<file path="src/rtl/rbe_pkg.sv">
package rbe_pkg;

  localparam int RA_W      = 4;
  localparam int NUM_REGS  = 13;
  localparam int REG_SLOTS = 1 << RA_W;

  localparam logic [RA_W-1:0] RA_SRC_BASE  = 4'd0;
  localparam logic [RA_W-1:0] RA_DST_BASE  = 4'd1;
  localparam logic [RA_W-1:0] RA_SRC_PITCH = 4'd2;
  localparam logic [RA_W-1:0] RA_DST_PITCH = 4'd3;
  localparam logic [RA_W-1:0] RA_SRC_XY    = 4'd4;
  localparam logic [RA_W-1:0] RA_DST_XY    = 4'd5;
  localparam logic [RA_W-1:0] RA_SIZE      = 4'd6;
  localparam logic [RA_W-1:0] RA_FORMAT    = 4'd7;
  localparam logic [RA_W-1:0] RA_MIX       = 4'd8;
  localparam logic [RA_W-1:0] RA_BRUSH     = 4'd9;
  localparam logic [RA_W-1:0] RA_PAL_BLK   = 4'd10;
  localparam logic [RA_W-1:0] RA_PAL_WHT   = 4'd11;
  localparam logic [RA_W-1:0] RA_DISP_OFS  = 4'd12;

  localparam logic [7:0] ROP_COPY  = 8'hCC;
  localparam logic [7:0] ROP_BRUSH = 8'hF0;
  localparam logic [7:0] ROP_BLACK = 8'h00;
  localparam logic [7:0] ROP_WHITE = 8'hFF;

  typedef enum logic [1:0] {OP_COPY, OP_FILL, OP_NONE} op_e;

  typedef enum logic [2:0] {ST_IDLE, ST_CHECK, ST_READ, ST_WRITE, ST_FILL} walk_st_e;

  typedef struct packed {
    logic [31:0] src_base;
    logic [31:0] dst_base;
    logic [15:0] src_pitch;
    logic [15:0] dst_pitch;
    logic [15:0] src_x;
    logic [15:0] src_y;
    logic [15:0] dst_x;
    logic [15:0] dst_y;
    logic [15:0] width;
    logic [15:0] height;
    logic [3:0]  fmt_code;
    logic        pix_pitch;
    logic [7:0]  rop;
    logic [31:0] brush;
    logic [23:0] pal_black;
    logic [23:0] pal_white;
    logic [26:0] disp_ofs;
  } cfg_t;

  function automatic logic [2:0] bytes_per_pixel(input logic [3:0] code);
    case (code)
      4'd2:       return 3'd1;
      4'd3, 4'd4: return 3'd2;
      4'd5:       return 3'd3;
      4'd6:       return 3'd4;
      default:    return 3'd0;
    endcase
  endfunction

endpackage

</file>
<file path="src/rtl/rbe_regs.sv">
module rbe_regs
  import rbe_pkg::*;
(
  input  logic            clk,
  input  logic            rst_n,
  input  logic            reg_we,
  input  logic [RA_W-1:0] reg_addr,
  input  logic [31:0]     reg_wdata,
  output logic [31:0]     reg_rdata,
  input  logic            upd_x,
  input  logic            upd_y,
  output cfg_t            cfg
);

  logic [31:0] regs_q [REG_SLOTS];

  for (genvar i = 0; i < REG_SLOTS; i++) begin : g_slot
    if (i < NUM_REGS) begin : g_reg
      logic [31:0] q, d;
      logic        en;
      if (i == int'(RA_DST_XY)) begin : g_pos
        always_comb begin
          en = 1'b1;
          if (reg_we && reg_addr == RA_W'(i)) begin
            d = reg_wdata;
          end else begin
            d[31:16] = q[31:16] + (upd_y ? regs_q[RA_SIZE][31:16] : 16'd0);
            d[15:0]  = q[15:0]  + (upd_x ? regs_q[RA_SIZE][15:0]  : 16'd0);
          end
        end
      end else begin : g_plain
        always_comb begin
          en = reg_we && (reg_addr == RA_W'(i));
          d  = reg_wdata;
        end
      end
      always_ff @(posedge clk or negedge rst_n) begin
        if (!rst_n)  q <= '0;
        else if (en) q <= d;
      end
      assign regs_q[i] = q;
    end else begin : g_hole
      assign regs_q[i] = '0;
    end
  end

  assign reg_rdata = regs_q[reg_addr];

  always_comb begin
    cfg.src_base  = regs_q[RA_SRC_BASE];
    cfg.dst_base  = regs_q[RA_DST_BASE];
    cfg.src_pitch = regs_q[RA_SRC_PITCH][15:0];
    cfg.dst_pitch = regs_q[RA_DST_PITCH][15:0];
    cfg.src_x     = regs_q[RA_SRC_XY][15:0];
    cfg.src_y     = regs_q[RA_SRC_XY][31:16];
    cfg.dst_x     = regs_q[RA_DST_XY][15:0];
    cfg.dst_y     = regs_q[RA_DST_XY][31:16];
    cfg.width     = regs_q[RA_SIZE][15:0];
    cfg.height    = regs_q[RA_SIZE][31:16];
    cfg.fmt_code  = regs_q[RA_FORMAT][3:0];
    cfg.pix_pitch = regs_q[RA_FORMAT][8];
    cfg.rop       = regs_q[RA_MIX][23:16];
    cfg.brush     = regs_q[RA_BRUSH];
    cfg.pal_black = regs_q[RA_PAL_BLK][23:0];
    cfg.pal_white = regs_q[RA_PAL_WHT][23:0];
    cfg.disp_ofs  = regs_q[RA_DISP_OFS][26:0];
  end

endmodule

</file>
<file path="src/rtl/rbe_setup.sv">
module rbe_setup
  import rbe_pkg::*;
#(
  parameter int MEM_BYTES = 4096,
  parameter int ADDR_W    = 32
) (
  input  cfg_t              cfg,
  output op_e               op,
  output logic              refuse,
  output logic              empty,
  output logic [2:0]        bpb,
  output logic [18:0]       row_bytes,
  output logic [ADDR_W-1:0] src_start,
  output logic [ADDR_W-1:0] dst_start,
  output logic [ADDR_W-1:0] src_step,
  output logic [ADDR_W-1:0] dst_step,
  output logic [31:0]       color
);

  localparam int MW = 48;
  localparam logic [MW-1:0] MEM_END = MW'(MEM_BYTES);

  logic [MW-1:0] bpb_w, ofs, s_base, d_base, s_pitch, d_pitch, s_lim, d_lim;
  logic          s_bad, d_bad;

  always_comb begin
    bpb     = bytes_per_pixel(cfg.fmt_code);
    bpb_w   = MW'(bpb);
    ofs     = cfg.pix_pitch ? MW'(cfg.disp_ofs) : '0;
    s_pitch = cfg.pix_pitch ? MW'(cfg.src_pitch) * bpb_w : MW'(cfg.src_pitch);
    d_pitch = cfg.pix_pitch ? MW'(cfg.dst_pitch) * bpb_w : MW'(cfg.dst_pitch);
    s_base  = MW'(cfg.src_base) + ofs;
    d_base  = MW'(cfg.dst_base) + ofs;
    s_lim   = s_base + (MW'(cfg.src_y) + MW'(cfg.height)) * s_pitch + MW'(cfg.src_x) * bpb_w;
    d_lim   = d_base + (MW'(cfg.dst_y) + MW'(cfg.height)) * d_pitch + MW'(cfg.dst_x) * bpb_w;
    s_bad   = (s_base >= MEM_END) || (s_lim >= MEM_END);
    d_bad   = (d_base >= MEM_END) || (d_lim >= MEM_END);

    src_start = ADDR_W'(s_base + MW'(cfg.src_y) * s_pitch + MW'(cfg.src_x) * bpb_w);
    dst_start = ADDR_W'(d_base + MW'(cfg.dst_y) * d_pitch + MW'(cfg.dst_x) * bpb_w);
    src_step  = ADDR_W'(s_pitch);
    dst_step  = ADDR_W'(d_pitch);
    row_bytes = 19'(cfg.width) * 19'(bpb);
    empty     = (cfg.width == 16'd0) || (cfg.height == 16'd0);

    case (cfg.rop)
      ROP_COPY:                       op = OP_COPY;
      ROP_BRUSH, ROP_BLACK, ROP_WHITE: op = OP_FILL;
      default:                        op = OP_NONE;
    endcase

    case (cfg.rop)
      ROP_BRUSH: color = {cfg.brush[7:0], cfg.brush[15:8], cfg.brush[23:16], cfg.brush[31:24]};
      ROP_BLACK: color = {cfg.pal_black, 8'hFF};
      default:   color = {cfg.pal_white, 8'hFF};
    endcase

    refuse = (bpb == 3'd0) || (op == OP_NONE) || d_bad || ((op == OP_COPY) && s_bad);
  end

endmodule

</file>
<file path="src/rtl/rbe_walker.sv">
module rbe_walker
  import rbe_pkg::*;
#(
  parameter int ADDR_W = 32
) (
  input  logic              clk,
  input  logic              rst_n,
  input  logic              start,
  input  op_e               op,
  input  logic              refuse,
  input  logic              empty,
  input  logic [2:0]        bpb,
  input  logic [18:0]       row_bytes,
  input  logic [15:0]       height,
  input  logic [ADDR_W-1:0] src_start,
  input  logic [ADDR_W-1:0] dst_start,
  input  logic [ADDR_W-1:0] src_step,
  input  logic [ADDR_W-1:0] dst_step,
  input  logic [31:0]       color,
  input  logic [7:0]        mem_rdata,
  output logic              mem_re,
  output logic              mem_we,
  output logic [ADDR_W-1:0] mem_addr,
  output logic [7:0]        mem_wdata,
  output logic              busy,
  output logic              done,
  output logic              err,
  output logic              upd_x,
  output logic              upd_y
);

  walk_st_e          state_q, state_n;
  logic [ADDR_W-1:0] src_row_q, src_row_n, dst_row_q, dst_row_n;
  logic [18:0]       col_q, col_n;
  logic [1:0]        lane_q, lane_n;
  logic [15:0]       rows_q, rows_n;
  logic              done_q, done_n, err_q, err_n;
  logic              adv, ptr_en, is_copy;

  always_comb begin
    state_n   = state_q;
    src_row_n = src_row_q;
    dst_row_n = dst_row_q;
    col_n     = col_q;
    lane_n    = lane_q;
    rows_n    = rows_q;
    done_n    = 1'b0;
    err_n     = err_q;
    mem_re    = 1'b0;
    mem_we    = 1'b0;
    mem_addr  = '0;
    mem_wdata = '0;
    upd_x     = 1'b0;
    upd_y     = 1'b0;
    adv       = 1'b0;
    is_copy   = (state_q == ST_WRITE);
    case (state_q)
      ST_IDLE: if (start) begin
        state_n = ST_CHECK;
        err_n   = 1'b0;
      end
      ST_CHECK: begin
        if (refuse) begin
          state_n = ST_IDLE;
          err_n   = 1'b1;
          done_n  = 1'b1;
        end else if (empty) begin
          state_n = ST_IDLE;
          done_n  = 1'b1;
          upd_x   = (op == OP_COPY);
          upd_y   = 1'b1;
        end else begin
          src_row_n = src_start;
          dst_row_n = dst_start;
          col_n     = '0;
          lane_n    = '0;
          rows_n    = height;
          state_n   = (op == OP_COPY) ? ST_READ : ST_FILL;
        end
      end
      ST_READ: begin
        mem_re   = 1'b1;
        mem_addr = src_row_q + ADDR_W'(col_q);
        state_n  = ST_WRITE;
      end
      ST_WRITE: begin
        mem_we    = 1'b1;
        mem_addr  = dst_row_q + ADDR_W'(col_q);
        mem_wdata = mem_rdata;
        adv       = 1'b1;
      end
      ST_FILL: begin
        mem_we    = 1'b1;
        mem_addr  = dst_row_q + ADDR_W'(col_q);
        mem_wdata = color[{lane_q, 3'b000} +: 8];
        adv       = 1'b1;
      end
      default: state_n = ST_IDLE;
    endcase

    if (adv) begin
      if (col_q == row_bytes - 19'd1) begin
        if (rows_q == 16'd1) begin
          state_n = ST_IDLE;
          done_n  = 1'b1;
          upd_x   = is_copy;
          upd_y   = 1'b1;
        end else begin
          rows_n    = rows_q - 16'd1;
          col_n     = '0;
          lane_n    = '0;
          src_row_n = src_row_q + src_step;
          dst_row_n = dst_row_q + dst_step;
          state_n   = is_copy ? ST_READ : ST_FILL;
        end
      end else begin
        col_n   = col_q + 19'd1;
        lane_n  = ({1'b0, lane_q} == bpb - 3'd1) ? 2'd0 : lane_q + 2'd1;
        state_n = is_copy ? ST_READ : ST_FILL;
      end
    end
    ptr_en = (state_q == ST_CHECK) || adv;
  end

  always_ff @(posedge clk or negedge rst_n) begin
    if (!rst_n) begin
      state_q <= ST_IDLE;
      done_q  <= 1'b0;
      err_q   <= 1'b0;
    end else begin
      state_q <= state_n;
      done_q  <= done_n;
      err_q   <= err_n;
    end
  end

  always_ff @(posedge clk or negedge rst_n) begin
    if (!rst_n) begin
      src_row_q <= '0;
      dst_row_q <= '0;
      col_q     <= '0;
      lane_q    <= '0;
      rows_q    <= '0;
    end else if (ptr_en) begin
      src_row_q <= src_row_n;
      dst_row_q <= dst_row_n;
      col_q     <= col_n;
      lane_q    <= lane_n;
      rows_q    <= rows_n;
    end
  end

  assign busy = (state_q != ST_IDLE);
  assign done = done_q;
  assign err  = err_q;

endmodule

</file>
<file path="src/rtl/rect_blit_engine.sv">
module rect_blit_engine
  import rbe_pkg::*;
#(
  parameter int MEM_BYTES = 4096,
  parameter int ADDR_W    = 32
) (
  input  logic              clk,
  input  logic              rst_n,
  input  logic              reg_we,
  input  logic [3:0]        reg_addr,
  input  logic [31:0]       reg_wdata,
  output logic [31:0]       reg_rdata,
  input  logic              start,
  output logic              busy,
  output logic              done,
  output logic              err,
  output logic              mem_re,
  output logic              mem_we,
  output logic [ADDR_W-1:0] mem_addr,
  output logic [7:0]        mem_wdata,
  input  logic [7:0]        mem_rdata
);

  logic [1:0]        rst_sync_q;
  logic              rst_int_n;
  cfg_t              cfg;
  op_e               op;
  logic              refuse, empty, upd_x, upd_y;
  logic [2:0]        bpb;
  logic [18:0]       row_bytes;
  logic [ADDR_W-1:0] src_start, dst_start, src_step, dst_step;
  logic [31:0]       color;

  always_ff @(posedge clk or negedge rst_n) begin
    if (!rst_n) rst_sync_q <= 2'b00;
    else        rst_sync_q <= {rst_sync_q[0], 1'b1};
  end
  assign rst_int_n = rst_sync_q[1];

  rbe_regs u_regs (
    .clk       (clk),
    .rst_n     (rst_int_n),
    .reg_we    (reg_we),
    .reg_addr  (reg_addr),
    .reg_wdata (reg_wdata),
    .reg_rdata (reg_rdata),
    .upd_x     (upd_x),
    .upd_y     (upd_y),
    .cfg       (cfg)
  );

  rbe_setup #(.MEM_BYTES(MEM_BYTES), .ADDR_W(ADDR_W)) u_setup (
    .cfg       (cfg),
    .op        (op),
    .refuse    (refuse),
    .empty     (empty),
    .bpb       (bpb),
    .row_bytes (row_bytes),
    .src_start (src_start),
    .dst_start (dst_start),
    .src_step  (src_step),
    .dst_step  (dst_step),
    .color     (color)
  );

  rbe_walker #(.ADDR_W(ADDR_W)) u_walker (
    .clk       (clk),
    .rst_n     (rst_int_n),
    .start     (start),
    .op        (op),
    .refuse    (refuse),
    .empty     (empty),
    .bpb       (bpb),
    .row_bytes (row_bytes),
    .height    (cfg.height),
    .src_start (src_start),
    .dst_start (dst_start),
    .src_step  (src_step),
    .dst_step  (dst_step),
    .color     (color),
    .mem_rdata (mem_rdata),
    .mem_re    (mem_re),
    .mem_we    (mem_we),
    .mem_addr  (mem_addr),
    .mem_wdata (mem_wdata),
    .busy      (busy),
    .done      (done),
    .err       (err),
    .upd_x     (upd_x),
    .upd_y     (upd_y)
  );

endmodule

</file>
<file path="config.mk">
export PLATFORM = sky130hd
export DESIGN_NAME = rect_blit_engine
export DESIGN_NICKNAME = d
export VERILOG_FILES = /design/src/rtl/rbe_pkg.sv /design/src/rtl/rbe_regs.sv /design/src/rtl/rbe_setup.sv /design/src/rtl/rbe_walker.sv /design/src/rtl/rect_blit_engine.sv
export SDC_FILE = /design/constraint.sdc
export NUM_CORES = 2
export LEC_CHECK = 0
export BUFFER_PORTS_ARGS = -buffer_cell sky130_fd_sc_hd__buf_2
export CAP_MARGIN = 20
export CORE_MARGIN = 3
export CORE_UTILIZATION = 28
export CTS_CLUSTER_SIZE = 14
export DETAILED_ROUTE_END_ITERATION = 10
export PLACE_DENSITY = 0.4
export REMOVE_ABC_BUFFERS = 1
export SETUP_SLACK_MARGIN = 0.1
export SKIP_LAST_GASP = 1
export SYNTH_ARGS = -nofsm -noshare
export SYNTH_HDL_FRONTEND = slang
export SYNTH_SLANG_ARGS = --single-unit
</file>
<file path="constraint.sdc">
create_clock -name clk -period 18.6 [get_ports clk]
set_input_delay 2.79 -clock clk [delete_from_list [all_inputs] [get_ports clk]]
set_output_delay 2.79 -clock clk [all_outputs]
set_load 0.005 [all_outputs]
</file>
Yosys cells after proc, flatten, opt, wreduce, memory -nomap -nowiden
Cells that the tools add are included.
{ "totals": {"register_bits": 524, "out_inout_bits": 77} }
{ "op_classes": {"add_sub_neg": 23, "n_mul": 9, "magnitude_cmp": 5, "eq_ne": 32, "shift": 1, "mux": 76, "n_bitwise": 1, "n_reduce_logical": 35} }
{ "op_table": {"columns": ["operator", "count"], "rows": [
  ["32-bit 2-to-1 mux", 15],
  ["48-bit by 13-bit greater-or-equal comparator with 1-bit output, second input constant", 4],
  ["19-bit 2-to-1 mux", 8],
  ["32-bit by 19-bit adder with 32-bit output", 4],
  ["32-bit adder", 4],
  ["32-bit binary-select mux with 4-bit select", 1],
  ["16-bit 2-to-1 mux", 8],
  ["32-bit case mux with 2 select lines", 2],
  ["48-bit by 19-bit adder with 48-bit output", 2],
  ["48-bit adder", 2],
  ["16-bit by 48-bit multiplier with 32-bit output", 2],
  ["48-bit by 48-bit multiplier with 48-bit output", 2],
  ["16-bit by 3-bit multiplier with 19-bit output", 5],
  ["32-bit by 27-bit adder with 33-bit output", 2],
  ["16-bit by 16-bit adder with 17-bit output", 2],
  ["16-bit adder", 2],
  ["16-bit zero test", 2],
  ["32-bit by 6-bit indexed part select with 8-bit output", 1],
  ["4-bit by 3-bit == test with 1-bit output, second input constant", 7],
  ["27-bit 2-to-1 mux", 1],
  ["8-bit == test, second input constant", 3],
  ["3-bit 2-to-1 mux", 8],
  ["3-bit case mux with 4 select lines", 2],
  ["1-bit 2-to-1 mux", 21],
  ["other kinds (36)", 72]
]} }

Logic depth before layout (Yosys ltp)
{ "logic_depth": {"ltp_word": 20, "ltp_mapped": 68} }

By module
From an unflattened synthesis, not the netlist that was laid out.
{ "hier_totals": {"cells_unflattened": 9700, "area_unflattened_um2": 88572.4} }
{ "by_module_without_submodules": {"columns": ["module", "n_inst", "cells_per_inst", "area_per_inst_um2", "seq_area_each_um2"], "rows": [
  ["rbe_setup", 1, 6813, 56784.5, 0.0],
  ["rbe_regs", 1, 1549, 21170.3, 10410.0],
  ["rbe_walker", 1, 1335, 10563.9, 2652.5],
  ["rect_blit_engine", 1, 3, 53.8, 50.0]
]} }

Least setup slack after synthesis
Ideal clock, no wire load.
{ "synth_timing": {"kind": "register to register", "from": "register u_regs.g_slot[7].g_reg.q[0]", "to": "register u_regs.g_slot[5].g_reg.q[15]", "setup_ns": 0.116, "arrival_ns": 14.595, "required_time_ns": 18.484, "slack_ns": 3.890, "path_stages_with_launch": 65, "n_path_buf": 6, "synth_period_minus_slack_ns": 14.710, "cell_sequence": "dfrtp_1 or3b_2 a21oi_1 clkbuf_1 clkbuf_1 nand2_1 fa_1 inv_1 ha_1 a21o_1 a21o_1 a2111oi_0 nor3_1 a41o_1 o41a_1 a21oi_1 o21ai_0 a21oi_1 [29 not listed] a32oi_1 nand2b_1 inv_1 ha_1 a21o_1 a21oi_1 o21ai_0 a211o_1 nand3_1 and3_1 a21oi_1 a41o_1 o21ai_0 nand2b_1 xnor2_1 nand3_1 mux2_2 o311ai_0"} }
{ "synth_between": {"elab_chain_len": 20, "word_cells_on_any_way": 39, "classes_between": "add/sub: 6; mul: 7; order compare: 2; eq/ne: 6; mux: 10; reduce/logical: 8"} }
{ "synth_rtl": {"columns": ["element", "line_no", "rtl"], "rows": [
  ["start, declared", "rbe_regs.sv:19", "logic [31:0] q, d;"],
  ["start signal, assigned", "rbe_regs.sv:38", "if (!rst_n) q <= '0;"],
  ["start signal, assigned", "rbe_regs.sv:39", "else if (en) q <= d;"],
  ["4-bit by 2-bit == test with 1-bit output or 4-bit by 3-bit == test with 1-bit output (tied branches)", "rbe_pkg.sv:51", "case (code)"],
  ["2-bit OR reduction", "rbe_pkg.sv:51", null],
  ["3-bit case mux with 4 select lines (*)", "rbe_pkg.sv:51", null],
  ["16-bit by 3-bit multiplier with 19-bit output, on equally long branches", "rbe_setup.sv:31, rbe_setup.sv:30", null],
  ["19-bit 2-to-1 mux, on equally long branches", "rbe_setup.sv:31, rbe_setup.sv:30", null],
  ["48-bit by 48-bit multiplier with 48-bit output, on equally long branches", "rbe_setup.sv:35, rbe_setup.sv:34", null],
  ["48-bit adder, on equally long branches", "rbe_setup.sv:35, rbe_setup.sv:34", null],
  ["48-bit by 19-bit adder with 48-bit output, on equally long branches", "rbe_setup.sv:35, rbe_setup.sv:34", null],
  ["[5 not listed]", null, null],
  ["1-bit 2-to-1 mux", "rbe_walker.sv:57", "case (state_q)"],
  ["1-bit 2-to-1 mux", "rbe_walker.sv:103", "if (rows_q == 16'd1) begin"],
  ["1-bit 2-to-1 mux", "rbe_walker.sv:102", "if (col_q == row_bytes - 19'd1) begin"],
  ["1-bit 2-to-1 mux (*)", "rbe_walker.sv:101", "if (adv) begin"],
  ["16-bit 2-to-1 mux (*)", "rbe_regs.sv:28", "d[15:0] = q[15:0] + (upd_x ? regs_q[RA_SIZE][15:0] : 16'd0);"],
  ["16-bit adder (*)", "rbe_regs.sv:28", null],
  ["32-bit 2-to-1 mux (*)", "rbe_regs.sv:24", "if (reg_we && reg_addr == RA_W'(i)) begin"],
  ["net u_regs.g_slot[5].g_reg.d[15]", "rbe_regs.sv:19", null],
  ["end signal, assigned", "rbe_regs.sv:38", null],
  ["end signal, assigned", "rbe_regs.sv:39", null],
  ["end, declared", "rbe_regs.sv:19", null]
]} }
Mark *: on every way through the listed nets, which the timed path passes. The rest lies on a longest branch.
A chain may end at the register's enable or synchronous reset.

Worst setup path after layout
{ "layout_timing": {"from": "register u_regs.g_slot[7].g_reg.q[0]", "to": "register u_regs.g_slot[5].g_reg.q[14]"} }
Same word-level chain as after synthesis.

==> flow_summary.yaml <==
run_status:
  status: "complete, no violations"
drt:
  first_pass_iters: 8
  ant_nets: 0
  drtIter0Drc: 5343
  drc: 0
  postRouteWirelength_um: 359100
  via_per_inst: 5.065
  routedWlPerCell_um: 26.15
  dr_total_vias: 69550
clock_tree:
  htreeDepth: 3
  clockBufferDepth: 3
  hold_buffers: 0
  cts_tree: "built"
  cts_setup_buffers: 0
  cts.clk_slew.worst_paths_ns: 0.06
  clock-sinks: 524
  clock-root-buffer: "clkbuf_16"
  clk_latency_ns: 0.71
  cts_made_buffers: 70
  cts.repair.resized: 0
logic_synthesis:
  synth_area_leaders: "fa_1, dfrtp_1, ha_1, inv_1, nand2_1"
  yosysMostFrequentCell: "inv_1"
  ys_warn_count: 0
  synth_edf_count: 0
  ys_types: 87
  synthFlopType: "dfrtp_1"
  synth_top_cell_by_area: "fa_1"
  synth.avg_cell_area_sq_um: 9.039
  syn_area_sq_mm: 0.08642
  async_flop_share_pct: 100.0
  synth_seq_cells: 524
  synth.top_cell.area_share_pct: 29.28
  synth_common_cells: "inv_1, fa_1, nand2_1"
  yosysSeqAreaShare_pct: 15.17
  synthCells: 9561
timing:
  max_freq_mhz: 57.25
  finalCriticalPeriod_ns: 17.47
  worst_pin_slew_ns: 1.356
  final_hold_viol_count: 0
  max-slew-margin-rel_pct: 8.938
  drv_slew: 0
  skew_ns: 0.06882
  rsz0062_at_grt: "no"
  timing.final.crit_share_pct: 93.91
  setup_violations: 0
critical_path:
  crit_type: "reg2reg"
  worst_path_most_repeated_cell: "fa_1"
  crit-reg2reg-launch: "u_regs.g_slot[7].g_reg.q[0]"
  startpoint: "u_regs.g_slot[7].g_reg.q[0]"
  start_kind: "register"
  crit_arrival_ns: 18.10
  cpPeakStageDelay_ns: 0.70
  crit_path_end_kind: "register"
  cp_slowest_cell: "inv_1"
  cp.required_ns: 19.23
  cp_max_fo: 32
floorplan:
  num_rows: 203
  die_w_um: 561.6
  initial_core_util_pct: 28.19
  core_area_sq_mm: 0.3066
  die_h_um: 561.6
  ios: 125
  dieArea_sq_mm: 0.3154
layout:
  layout-drive-gt1-share_pct: 11.15
  area_growth_pct: 10.23
  fillers: 32380
  fin_util_pct: 31.07
  final_nets: 11580
placed_design:
  port_buffers: 124
  gp_congestion: 0.9306
  dp_hpwl_um: 292300
grt:
  overflow: 0
  grt_max_degree: 82
  grt_pass1_wl_um: 522200
  first_global_vias: 73320
  antenna_found_initial: 39
  grtUsageTotal_pct: 22.63
job:
  cap_violations: 0
min_path:
  hp-class: "reg2async"
critical path: cells and delay by family (launching register included):
family / cells / cell delay (ns)
AOI/OAI and AO/OA: 25 / 6.13
DFF: 1 / 0.45
xor gates and xnor gates: 2 / 0.82
and+or+nand+nor: 12 / 3.21
buffers and inverters: 9 / 1.66
adders and majority gates: 12 / 5.01
path summary, 6_finish.rpt:
kind | end | slack [ns] | depth (start not counted)
setup / recovery | u_regs.g_slot[5].g_reg.q[14] | 1.13 | 60
hold / removal | u_regs.g_slot[2].g_reg.q[5] | 0.33 | 0
setup reg to reg | u_regs.g_slot[5].g_reg.q[14] | 1.13 | 60
hold reg to reg | u_regs.g_slot[2].g_reg.q[5] | 0.33 | 0
max in group asynchronous | u_regs.g_slot[4].g_reg.q[28] | 15.21 | 3
min in group clk | rst_sync_q[1] | 0.35 | 0
cells in the final DEF, fill, tap and decap left out, drive strengths merged, types with 103 or more instances in the layout:
master	netlist	final
ha	701	701
a21o	135	135
inv	1768	1774
o21ai	250	250
nand3	103	103
a21oi	400	401
nand2	1168	1168
nor2	562	562
xor2	111	111
mux2	389	389
buf	63	365
and2	274	274
dfrtp	524	524
fa	1264	1264
xnor2	262	262
cells by family after synthesis:
group                    count (synthesis)  share of synthesized area (%)
XOR/XNOR                               374                          3.806
buffers and inverters                 2219                          9.654
flip-flops                             524                          15.17
adder cells (fa/ha/maj)               1965                          39.43
AND/OR/NAND/NOR                       2598                          13.70
multiplexers                           573                          8.589
AO/OA/AOI/OAI                         1307                          9.648
other                                    1                       0.004339
metal layers:
layer,vias to the layer above,global-route usage (%),wire length [um]
li1,30580,-,-
met1,36490,32.01,165100
met2,2077,36.13,162100
met3,397,3.024,20420
met4,6,6.266,11480
met5,-,0,30
per-stage QoR:
step                      setup WS [ns]  cell area (sq um)  hold slack, ns  setup TNS, ns  cells
final                             1.133              95260          0.3301              0  13730
after global routing             0.2323              95220          0.3534              0  13720
after detailed placement          1.195              92820          0.3381              0  13590
after global placement            1.349              92710          0.3382              0  13580
after CTS                         1.154              95150          0.3514              0  13710
after floorplan                 -0.8187              84770          0.3312         -4.456   9123
area by class of cell:
type / instances / area [sq um] / area share [%]
antenna: 18 / 45.04 / 0.04728
clock buffer: 90 / 1897 / 1.991
clock inverter: 34 / 436.7 / 0.4584
inverter: 1781 / 6685 / 7.018
multi-input combinational: 6819 / 65370 / 68.63
sequential: 524 / 13120 / 13.77
tap: 4100 / 5130 / 5.385
timing repair buffer: 367 / 2574 / 2.702
flip-flops by register name (all words and copies together) (netlist names):
signal,count
u_walker.done,1
u_walker.state_q,3
u_walker.src_row_q,32
rst_sync_q,2
u_walker.dst_row_q,32
u_walker.rows_q,16
u_walker.lane_q,2
u_walker.col_q,19
u_regs.g_slot.g_reg.q,416
u_walker.err,1
Power is left out: the tool's default activity adds up to more than one toggle a clock period on the data nets, which glitch-free logic cannot reach.
